<file path="src/rtl/scanPkg.sv">
package scanPkg;

  localparam int ROW_W = 3;

  // strobes from the scan control to the output datapath
  typedef struct packed {
    logic             lit;
    logic [ROW_W-1:0] row;
  } scanStrobe_t;

  // nonlinear on-time table: lit ticks per row slot for a 4-bit code
  function automatic logic [6:0] onTicks(input logic [3:0] code);
    logic [6:0] v;
    case (code)
      4'd0:  v = 7'd0;
      4'd1:  v = 7'd1;
      4'd2:  v = 7'd2;
      4'd3:  v = 7'd3;
      4'd4:  v = 7'd4;
      4'd5:  v = 7'd5;
      4'd6:  v = 7'd7;
      4'd7:  v = 7'd9;
      4'd8:  v = 7'd11;
      4'd9:  v = 7'd14;
      4'd10: v = 7'd18;
      4'd11: v = 7'd22;
      4'd12: v = 7'd28;
      4'd13: v = 7'd36;
      4'd14: v = 7'd48;
      default: v = 7'd60;
    endcase
    return v;
  endfunction

endpackage

</file>
<file path="src/rtl/scanCtrl.sv">
module scanCtrl
  import scanPkg::*;
#(
  parameter int ROWS     = 8,
  parameter int SLOT_LEN = 64,
  parameter int GAP_LEN  = 4,
  parameter int PRE_DIV  = 8
) (
  input  logic        clk,
  input  logic        rstN,
  input  logic        intTick,
  input  logic        extOsc,
  input  logic        useInternal,
  input  logic        awake,
  input  logic        prescale,
  input  logic [3:0]  pwmCode,
  output scanStrobe_t strobe
);

  localparam int SLOT_W = $clog2(SLOT_LEN);
  localparam int PRE_W  = $clog2(PRE_DIV);

  logic [2:0]        extSync;
  logic              extEdge;
  logic [PRE_W-1:0]  preCnt;
  logic              extTick;
  logic              dispTick;
  logic [SLOT_W-1:0] slotCnt;
  logic [ROW_W-1:0]  rowCnt;
  logic              slotEnd;

  // two-flop synchroniser plus one flop for edge detection
  always_ff @(posedge clk) begin
    if (!rstN) extSync <= '0;
    else       extSync <= {extSync[1:0], extOsc};
  end

  assign extEdge = extSync[1] & ~extSync[2];

  always_ff @(posedge clk) begin
    if (!rstN) begin
      preCnt <= '0;
    end else if (awake && extEdge) begin
      if (preCnt == PRE_W'(PRE_DIV - 1)) preCnt <= '0;
      else                               preCnt <= preCnt + 1'b1;
    end
  end

  assign extTick  = extEdge && (!prescale || preCnt == PRE_W'(PRE_DIV - 1));
  assign dispTick = awake && (useInternal ? intTick : extTick);
  assign slotEnd  = (slotCnt == SLOT_W'(SLOT_LEN - 1));

  always_ff @(posedge clk) begin
    if (!rstN) begin
      slotCnt <= '0;
      rowCnt  <= '0;
    end else if (dispTick) begin
      slotCnt <= slotEnd ? '0 : slotCnt + 1'b1;
      if (slotEnd) begin
        if (rowCnt == ROW_W'(ROWS - 1)) rowCnt <= '0;
        else                            rowCnt <= rowCnt + 1'b1;
      end
    end
  end

  always_comb begin
    strobe.row = rowCnt;
    strobe.lit = awake && (rowCnt != '0)
                 && (int'(slotCnt) >= GAP_LEN)
                 && (int'(slotCnt) < GAP_LEN + int'(onTicks(pwmCode)));
  end

  a_r1_row_step: assert property (@(posedge clk) disable iff (!rstN)
    (dispTick && slotEnd) |=>
      (rowCnt == (($past(rowCnt) == ROW_W'(ROWS - 1)) ? '0 : $past(rowCnt) + 1'b1)));

  a_r7_sleep_hold: assert property (@(posedge clk) disable iff (!rstN)
    !awake |=> ($stable(slotCnt) && $stable(rowCnt)));

  a_r8_prescale_hold: assert property (@(posedge clk) disable iff (!rstN)
    (!useInternal && prescale && extEdge && preCnt != PRE_W'(PRE_DIV - 1)) |=> $stable(slotCnt));

  a_r3_no_lit_when_zero: assert property (@(posedge clk) disable iff (!rstN)
    (pwmCode == 4'd0) |-> !strobe.lit);

endmodule

</file>
<file path="src/rtl/scanData.sv">
module scanData
  import scanPkg::*;
#(
  parameter int ROWS = 8,
  parameter int COLS = 20
) (
  input  logic               clk,
  input  logic               rstN,
  input  scanStrobe_t        strobe,
  input  logic [ROWS*COLS-1:0] dotLatch,
  input  logic               blank,
  output logic [ROWS-1:0]    rowEn,
  output logic [COLS-1:0]    colEn
);

  logic drive;
  assign drive = strobe.lit && !blank;

  for (genvar r = 0; r < ROWS; r++) begin : gRow
    assign rowEn[r] = drive && (strobe.row == ROW_W'(r));
  end

  for (genvar c = 0; c < COLS; c++) begin : gCol
    logic [ROWS-1:0] colBits;
    assign colBits  = dotLatch[c*ROWS +: ROWS];
    assign colEn[c] = drive && colBits[strobe.row];
  end

  a_r4_one_row: assert property (@(posedge clk) disable iff (!rstN)
    $onehot0(rowEn));

  a_r4_cols_need_row: assert property (@(posedge clk) disable iff (!rstN)
    (colEn != '0) |-> (rowEn != '0));

  a_r5_row0_dark: assert property (@(posedge clk) disable iff (!rstN)
    rowEn[0] == 1'b0);

  a_r6_blank_dark: assert property (@(posedge clk) disable iff (!rstN)
    blank |-> (rowEn == '0 && colEn == '0));

endmodule

</file>
<file path="src/rtl/rowScanPwm.sv">
module rowScanPwm
  import scanPkg::*;
#(
  parameter int ROWS     = 8,
  parameter int COLS     = 20,
  parameter int SLOT_LEN = 64,
  parameter int GAP_LEN  = 4,
  parameter int PRE_DIV  = 8
) (
  input  logic                 clk,
  input  logic                 rstN,
  input  logic                 intTick,
  input  logic                 extOsc,
  input  logic                 useInternal,
  input  logic                 blank,
  input  logic [6:0]           ctrlWord0,
  input  logic [6:0]           ctrlWord1,
  input  logic [ROWS*COLS-1:0] dotLatch,
  output logic [ROWS-1:0]      rowEn,
  output logic [COLS-1:0]      colEn,
  output logic [1:0]           peakCode
);

  scanStrobe_t strobe;
  logic unusedCtrlBits;

  assign unusedCtrlBits = ^{ctrlWord1[6:2], ctrlWord1[0]};
  assign peakCode       = ctrlWord0[5:4];

  scanCtrl #(
    .ROWS(ROWS), .SLOT_LEN(SLOT_LEN), .GAP_LEN(GAP_LEN), .PRE_DIV(PRE_DIV)
  ) uCtrl (
    .clk(clk), .rstN(rstN), .intTick(intTick), .extOsc(extOsc),
    .useInternal(useInternal), .awake(ctrlWord0[6]), .prescale(ctrlWord1[1]),
    .pwmCode(ctrlWord0[3:0]), .strobe(strobe)
  );

  scanData #(.ROWS(ROWS), .COLS(COLS)) uData (
    .clk(clk), .rstN(rstN), .strobe(strobe), .dotLatch(dotLatch),
    .blank(blank), .rowEn(rowEn), .colEn(colEn)
  );

endmodule

</file>
<file path="config.mk">
export PLATFORM = sky130hd
export DESIGN_NAME = rowScanPwm
export DESIGN_NICKNAME = d
export VERILOG_FILES = /design/src/rtl/scanPkg.sv /design/src/rtl/scanCtrl.sv /design/src/rtl/scanData.sv /design/src/rtl/rowScanPwm.sv
export SDC_FILE = /design/constraint.sdc
export NUM_CORES = 1
export LEC_CHECK = 0
export BUFFER_PORTS_ARGS = -buffer_cell sky130_fd_sc_hd__buf_2
export CORE_ASPECT_RATIO = 1.4
export CORE_MARGIN = 4
export CORE_UTILIZATION = 39
export CTS_CLUSTER_SIZE = 24
export DETAILED_ROUTE_END_ITERATION = 12
export PLACE_DENSITY = 0.86
export RECOVER_POWER = 100
export SYNTH_ARGS = -nofsm -noshare
export SYNTH_HDL_FRONTEND = slang
export SYNTH_HIERARCHICAL = 1
export SYNTH_SLANG_ARGS = --single-unit
</file>
<file path="constraint.sdc">
create_clock -name clk -period 5.4 [get_ports clk]
set_input_delay 1.08 -clock clk [delete_from_list [all_inputs] [get_ports clk]]
set_output_delay 1.08 -clock clk [all_outputs]
set_load 0.01 [all_outputs]
</file>
# --- After elaboration in Yosys (flattened, before gate mapping) ---
# Memories as Yosys holds them, arrays and structs flattened.
# Index checks and enable logic that the tools add are counted.
word_totals:
  output_inout_bits: 30
  elab_cells: 108
  rom_bits: 96
  ramBits: 0
  mem_count: 1
  latchBits: 0
  reg_bits: 15
mem_list:
  columns: ["memory", "depth", "width", "rd", "rd_clocked_by_memory_dff", "wr", "line", "rtl"]
  rows:
  - ["(no name shown)", 16, 6, 1, 0, 0, "scanPkg.sv:14", "case (code)"]
classes:
  multipliers: 0
  div_mod_pow: 0
  n_shift: 0
  n_mux: 44
  n_eq_ne: 9
  magnitude_cmp: 3
  bitwise_logic: 2
  n_addsub: 4
  n_reduce_logical: 41
ops:
  columns: ["op", "n"]
  rows:
  - ["$bmux 1 s3", 20]
  - ["$logic_and 1x1->1", 35]
  - ["$lt 7x32->1", 1]
  - ["$mux 1", 21]
  - ["$eq 3x3->1 const B", 5]
  - ["$add 3x7->8 const A", 1]
  - ["$add 3x1->3 const B", 2]
  - ["$add 6x1->6 const B", 1]
  - ["$eq 3x2->1 const B", 2]
  - ["$eq 6x6->1 const B", 1]
  - ["$ge 6x3->1 const B", 1]
  - ["$mux 3", 2]
  - ["$mux 6", 1]
  - ["$lt 3x4->1 const B", 1]
  - ["$eq 3x1->1 const B", 1]
  - ["$logic_not 3->1", 1]
  - ["$reduce_bool 3->1", 1]
  - ["$logic_not 1->1", 2]
  - ["$reduce_and 2->1", 1]
  - ["$and 1x1->1", 1]
  - ["$logic_or 1x1->1", 1]
  - ["$not 1->1", 1]

# --- Longest topological paths before layout ---
# Gate-level depths: netlist (run 1).
depth:
  depth_word: 6
  ltp_mapped: 16
  ltp_nobuf: 15

# --- Hierarchy ---
# Netlist (run 1), hierarchy kept.
by_module_without_submodules:
  columns: ["module", "cells_per_inst", "n_inst", "area_per_inst_um2"]
  rows:
  - ["scanData", 95, 1, 1252.5]
  - ["scanCtrl", 131, 1, 1152.4]
  - ["rowScanPwm", 2, 1, 15.0]

# --- Worst setup path after synthesis (run 1) ---
# No wires, ideal clock.
synth_timing:
  path_type: "input to output"
  startpoint: "in ctrlWord0[0]"
  endpoint: "out colEn[10]"
  t_arrival_ps: 3882
  required_time_ps: 4320
  path_stages: 16
  setup_slack_ps: 438
  n_path_buf: 1
  path_cell_list: "inv_1 ha_1 nand2b_1 a21boi_0 or2_2 ha_1 inv_1 ha_1 a21oi_1 nand2_1 a41o_1 a41oi_1 nor2b_1 and2_1 clkbuf_1 a22o_1"
synth_lines:
  columns: ["element", "line", "rtl"]
  rows:
  - ["from (decl)", "rowScanPwm.sv:16", "input logic [6:0] ctrlWord0,"]
  - ["to (decl)", "rowScanPwm.sv:20", "output logic [COLS-1:0] colEn,"]

==> results.sh, run 1 <==
export IMPL_peakVddDrop_mv=0.102
export IMPL_dp_slack_ps=120
export IMPL_power_density_nw_per_um2=92.8
export IMPL_gr_total_overflow=0
export IMPL_setup_violations=0
export IMPL_p_int_mw=0.240
export IMPL_drive_gt1_share_pct=61.3
export IMPL_p_comb_share_pct=37.0
export IMPL_synth_nets=428
export IMPL_worst_clock_skew_ps=3.82
export IMPL_wl_met1_um=3190
export IMPL_hold_start="uCtrl/extSync[0]"
export IMPL_min_to="uCtrl/extSync[1]"
export IMPL_timing_rr_start="uCtrl/preCnt[0]"
export IMPL_synthArstFlopShare_pct=0
export IMPL_timing_fmax_ghz=0.191
export IMPL_clk_latency_ps=240
export IMPL_syn_avg_cell_area_um2=10.6
export IMPL_rrSetupSlack_ps=2710
export IMPL_switching_power_mw=0.0854
export IMPL_h_tree_depth=1
export IMPL_hp_class="reg2reg"
export IMPL_required_ps=4320
export IMPL_cts_sinks=15
export IMPL_cts_root_buf="clkbuf_8"
export IMPL_ant_nets=0
export IMPL_syn2layout_area_growth_pct=44.7
export IMPL_crit_path_end_kind="output pin"
export IMPL_grt_max_degree=52
export IMPL_path_max_fanout=19
export IMPL_post_cts_resized=0
export IMPL_antenna_found_initial=0
export IMPL_rows=33
export IMPL_worstMarginPinSlew_ps=1370
export IMPL_yosys_register_bits=15
export IMPL_post_route_drc_count=0
export IMPL_status="completed"
export IMPL_yosysWarnings=6
export IMPL_cts_made_buffers=3
export IMPL_ys_flop_type="dfxtp_1"
export IMPL_ys_seq_area_share_pct=12.4
export IMPL_slew_headroom_pct=7.33
export IMPL_start_util_pct=40.7
export IMPL_r2r_cells=7
export IMPL_first_pass_iters=4
export IMPL_fin_ws_ps=154
export IMPL_top_layer="met4"
export IMPL_fill_cells=510
export IMPL_mostFrequentLayoutCell="buf_2"
export IMPL_dp_hpwl_um=7850
export IMPL_maxSlewViolCount=0
export IMPL_via_per_inst=5.64
export IMPL_cp_arrival_ps=4170
export IMPL_wl_met2_um=5030
export IMPL_synth_edf_count=0
export IMPL_synth_area_leaders="mux4_2, dfxtp_1, ha_1, a22o_1, mux2i_1"
export IMPL_cts_buffer_depth=2
export IMPL_insertedDiodeCount=0
export IMPL_synth_cell_types=46
export IMPL_r2r_end="uCtrl/rowCnt[0]"
export IMPL_fin_nets=617
export IMPL_finalCoreUtilization_pct=58.9
export IMPL_port_buffers=199
export IMPL_setup_tns_final_ps=0
export IMPL_drt_total_wl_um=9280
export IMPL_track_usage_pct=22.5
export IMPL_multi_input_area_um2=1960
export IMPL_detail_route_wl_per_cell_um=19.1
export IMPL_die_area_um2=7550
export IMPL_synth_cells=228
export IMPL_cts_hold_buffers=0
export IMPL_fp_dieW_um=74.6
export IMPL_die_h_um=101
export IMPL_grt_pass1_wl_um=13100
export IMPL_register_area_um2=303
export IMPL_period_share_pct=97.1
export IMPL_cts_reportedPaths_clkPinSlew_ps=60
export IMPL_postCtsSetupBuffers=0
export IMPL_seqPwrFrac_pct=35.1
export IMPL_mostFrequentLayoutCells="buf_2, mux4_2, ha_1"
export IMPL_cts_tree="done"
export IMPL_switching_share_pct=26.3
export IMPL_crit_path_start_kind="input pin"
export IMPL_vias=2740
export IMPL_fin_crit_ps=5250
export IMPL_power_leakage_nw=1.71
export IMPL_netlist_area_leader_share_pct=36.3
export IMPL_core_um2=5950
export IMPL_holdPathStages=1
export IMPL_drt_iter0_drc=108
export IMPL_grt_pass1_vias=2842
export IMPL_gp_congestion=0.811
export IMPL_ios=210
export IMPL_critical_path_class="in2out"
export IMPL_cap_violations=0
export IMPL_netlist_area_um2=2420
export IMPL_clockPowerShare_pct=27.9
export IMPL_yosysTopAreaCell="mux4_2"
export IMPL_wl_met3_um=917
export IMPL_hold_viol=0
==> flip-flops by register name, summed over array words and instances (netlist names) <==
name           flops
uCtrl/preCnt       3
uCtrl/extSync      3
uCtrl/rowCnt       3
uCtrl/slotCnt      6
==> worst max-delay path: stages <==
cell and delay, ps:
buf_2 130, inv_1 130, ha_1 160, nand2b_1 100, a21boi_0 100, or2_2 330
ha_1 280, inv_1 40, ha_1 300, a21oi_1 180, nand2_1 70, a41o_1 220
a41oi_2 250, nor2b_4 190, and2_4 160, buf_12 150, a22o_1 170, buf_2 140
==> metal layers <==
layer	track usage, %	up-vias
met1	25.4	1308
li1	-	1276
met5	0	-
met2	42.1	140
met3	4.97	16
met4	5.07	0
==> stage by stage <==
step	std cells	hold WS (ps)	total power, mW	instance area, µm²
after floorplan	228	412	0.167	2420
after global placement	482	416	0.230	3460
after detailed placement	482	434	0.237	3460
after CTS	486	450	0.327	3510
after global routing	486	489	0.342	3500
final	486	456	0.325	3500
==> area by class of cell <==
cell class	count	area share (%)
sequential	15	8.65
timing repair buffer	204	30.2
inverter	13	1.39
tap	70	2.50
multi-input combinational	180	56.0
clock buffer	4	1.29
==> how the worst max path moves through the flow <==
stage	startpoint	endpoint	slack, ps	cells past startpoint
2_1_floorplan	ctrlWord0[0]	colEn[10]	440	16
3_5_place_dp	ctrlWord0[0]	colEn[4]	120	18
4_1_cts	ctrlWord0[0]	colEn[8]	80	18
5_1_grt	ctrlWord0[0]	colEn[3]	-20	18
3_3_place_gp	ctrlWord0[0]	colEn[8]	190	18
6_report	ctrlWord0[0]	colEn[8]	150	18
==> power groups by stage <==
stage          logic (mW)  registers [mW]  clock network, mW
2_1_floorplan      0.0508           0.116                  0
3_3_place_gp        0.113           0.116                  0
3_5_place_dp        0.120           0.117                  0
4_1_cts             0.121           0.114             0.0914
5_1_grt             0.131           0.114             0.0965
6_report            0.120           0.114             0.0906
==> cells in the mapped netlist, drive strengths merged, types with 2 or more instances <==
cell type,number
a21oi,4
and3,4
mux4,39
buf,12
nand4,5
clkbuf,8
o21ai,8
nor2b,7
nor3,4
nor2,9
nand3,5
mux2i,5
nand2,10
dfxtp,15
xnor2,3
xor2,2
and2,7
a22o,19
nand2b,8
or3,2
inv,13
ha,20
a21boi,3
==> cell families (layout without fill, tap and decap cells) <==
family                   Yosys count  after routing  share of synthesized area, %
AO/OA/AOI/OAI                     44             44                          14.7
XOR/XNOR                           5              5                          1.81
adder cells (fa/ha/maj)           20             20                          10.3
buffers and inverters             33            221                          6.46
flip-flops                        15             15                          12.4
multiplexers                      44             44                          38.4
AND/OR/NAND/NOR                   67             67                          15.9
Note: power is estimated with default switching activity, not from simulation.
==> inputs of run 2 (changes only) <==
--- a/config.mk
+++ b/config.mk
@@ -8,12 +8,11 @@
 export BUFFER_PORTS_ARGS = -buffer_cell sky130_fd_sc_hd__buf_2
 export CORE_ASPECT_RATIO = 1.4
 export CORE_MARGIN = 4
-export CORE_UTILIZATION = 39
+export CORE_UTILIZATION = 42
 export CTS_CLUSTER_SIZE = 24
 export DETAILED_ROUTE_END_ITERATION = 12
-export PLACE_DENSITY = 0.86
+export PLACE_DENSITY = 0.88
 export RECOVER_POWER = 100
 export SYNTH_ARGS = -nofsm -noshare
 export SYNTH_HDL_FRONTEND = slang
-export SYNTH_HIERARCHICAL = 1
 export SYNTH_SLANG_ARGS = --single-unit
==> results.sh, run 2 <==
export IMPL_status="completed"
export IMPL_cp_arrival_ps=3810
export IMPL_power_density_nw_per_um2=93.9
export IMPL_detail_route_wl_per_cell_um=18.6
export IMPL_drt_total_wl_um=9330
export IMPL_ys_seq_area_share_pct=10.8
export IMPL_worstMarginPinSlew_ps=1130
export IMPL_synth_area_leaders="mux4_2, dfxtp_1, ha_1, mux2i_1, nor3_2"
export IMPL_fill_cells=560
export IMPL_holdWs_ps=441
export IMPL_gp_congestion=0.827
export IMPL_yosys_top_cells_count="mux4_2, mux2i_1, ha_1"
export IMPL_ios=210
export IMPL_die_h_um=104
export IMPL_required_ps=4320
export IMPL_largest_register_ff_count=6
export IMPL_via_per_inst=5.65
export IMPL_crit_path_end_kind="output pin"
export IMPL_hp_class="reg2reg"
export IMPL_hold_start="uCtrl.extSync[0]"
export IMPL_use_met3_pct=4.51
export IMPL_power_mw=0.344
export IMPL_timing_fmax_ghz=0.204
export IMPL_top_usage_layer="met2"
export IMPL_ant_nets=0
export IMPL_insertedDiodeCount=0
export IMPL_worst_clock_skew_ps=1.79
export IMPL_synth_nets=448
export IMPL_cts_sinks=15
export IMPL_fin_nets=633
export IMPL_h_tree_depth=1
export IMPL_grt_pass1_wl_um=14500
export IMPL_grtUsageMet2_pct=42.0
export IMPL_place_area_um2=3730
export IMPL_port_buffers=198
export IMPL_maxSlewViolCount=0
export IMPL_post_cts_resized=0
export IMPL_multi_input_area_um2=2160
export IMPL_first_pass_iters=4
export IMPL_ys_flop_type="dfxtp_1"
export IMPL_synth_edf_count=0
export IMPL_critical_path_class="in2out"
export IMPL_slew_headroom_pct=23.7
export IMPL_fin_crit_ps=4890
export IMPL_core_um2=6340
export IMPL_yosysWarnings=0
export IMPL_peakVddDrop_mv=0.121
export IMPL_yosysMostFrequentCell="mux4_2"
export IMPL_period_share_pct=90.6
export IMPL_drt_iter0_drc=69
export IMPL_dp_hpwl_um=7800
export IMPL_cts_reportedPaths_clkPinSlew_ps=60
export IMPL_synth_cells=245
export IMPL_rows=34
export IMPL_cap_violations=0
export IMPL_postCtsSetupBuffers=0
export IMPL_hold_viol=0
export IMPL_power_leakage_nw=1.66
export IMPL_cts_hold_buffers=0
export IMPL_gr_usage_met1_pct=25.0
export IMPL_syn2layout_area_growth_pct=31.6
export IMPL_critPathLaunch="ctrlWord0[1]"
export IMPL_cts_tree="done"
export IMPL_drive_gt1_share_pct=59.9
export IMPL_register_area_um2=304
export IMPL_start_util_pct=43.9
export IMPL_cts_buffer_depth=2
export IMPL_netlist_area_leader_share_pct=32.4
export IMPL_yosysTopAreaCell="mux4_2"
export IMPL_cts_made_buffers=3
export IMPL_gr_total_overflow=0
export IMPL_timing_rr_start="uCtrl.preCnt[0]"
export IMPL_top_register="uCtrl.slotCnt"
export IMPL_setup_violations=0
export IMPL_syn_avg_cell_area_um2=11.3
export IMPL_rsz0062_at_grt="no"
export IMPL_netlist_area_um2=2780
export IMPL_grt_pass1_vias=3035
export IMPL_mostFrequentLayoutCell="buf_2"
export IMPL_yosys_register_bits=15
export IMPL_path_max_fanout=12
export IMPL_clk_latency_ps=250
export IMPL_mostFrequentLayoutCells="buf_2, mux4_2, mux2i_1"
export IMPL_grt_max_degree=44
export IMPL_synthArstFlopShare_pct=0
export IMPL_final_area_um2=3660
export IMPL_vias=2832
export IMPL_post_route_drc_count=0
export IMPL_fp_dieW_um=76.8
export IMPL_antenna_found_initial=1
export IMPL_track_usage_pct=22.3
export IMPL_synth_cell_types=51
export IMPL_die_area_um2=8000
export IMPL_crit_path_start_kind="input pin"
export IMPL_setup_tns_final_ps=0
export IMPL_cts_root_buf="clkbuf_8"
-- run 2: cell count changes after synthesis, moves of 6 or more --
cell,delta
nor2b_1,-6
nor3_2,+20
o21ai_0,-8
buf_4,+7
a22o_1,-17
mux2i_1,+23
-- run 2: path summary, 6_finish.rpt --
kind                            slack, ps  cells past startpoint                to
worst max-delay path                  510                     13          rowEn[3]
worst min-delay path                  440                      1  uCtrl.extSync[1]
worst max register to register       2870                      6  uCtrl.slotCnt[0]
worst min register to register        440                      1  uCtrl.extSync[1]
-- run 2: kinds of logic (layout without fill, tap and decap cells) --
kind of cell    after synthesis  in the layout  share of synthesized area, %
simple gates                 78             78                          20.9
mux                          68             68                          42.5
buf+inv                      36            220                          7.56
fa+ha+maj                    23             23                          10.4
compound gates               21             21                          6.84
flops                        15             15                          10.8
xor+xnor                      3              3                         0.945
other cells                   1              1                         0.135
-- run 2: per-stage QoR --
| step | worst slack [ps] | instances | util (%) |
|---|---|---|---|
| 2_1_floorplan | 1090 | 245 | - |
| 4_1_cts | 175 | 499 | 59.6 |
| 3_3_place_gp | 245 | 495 | 58.8 |
| 3_5_place_dp | 193 | 495 | 58.8 |
| 5_1_grt | 312 | 501 | 57.7 |
| 6_report | 507 | 501 | 57.7 |
-- run 2: metal layers --
| metal | routed length [µm] | vias to the layer above |
|---|---|---|
| met5 | 13 | - |
| li1 | - | 1323 |
| met4 | 178 | 2 |
| met1 | 3340 | 1331 |
| met2 | 5020 | 154 |
| met3 | 783 | 22 |
-- run 2: where the power goes --
group          switching [mW]  internal (mW)
Clock                  0.0391         0.0523
Combinational          0.0546         0.0832
Sequential            0.00204          0.113
Total                  0.0957          0.248
-- run 2: cell type report --
cell class | count | area share, %
inverters | 12 | 1.23
repair buffers | 204 | 27.9
clock buffers | 4 | 1.23
flip-flops and latches | 15 | 8.31
multi-input cells | 194 | 58.9
well taps | 72 | 2.46
-- run 2: worst max-delay path, stage by stage --
cell      delay [ps]
buf_2            160
inv_1             90
ha_1             290
mux2i_1           80
a22o_1           240
ha_1             270
inv_1             40
ha_1             280
a211oi_1         390
a211oi_4         130
clkbuf_2         260
nor3b_1          300
clkbuf_1         190
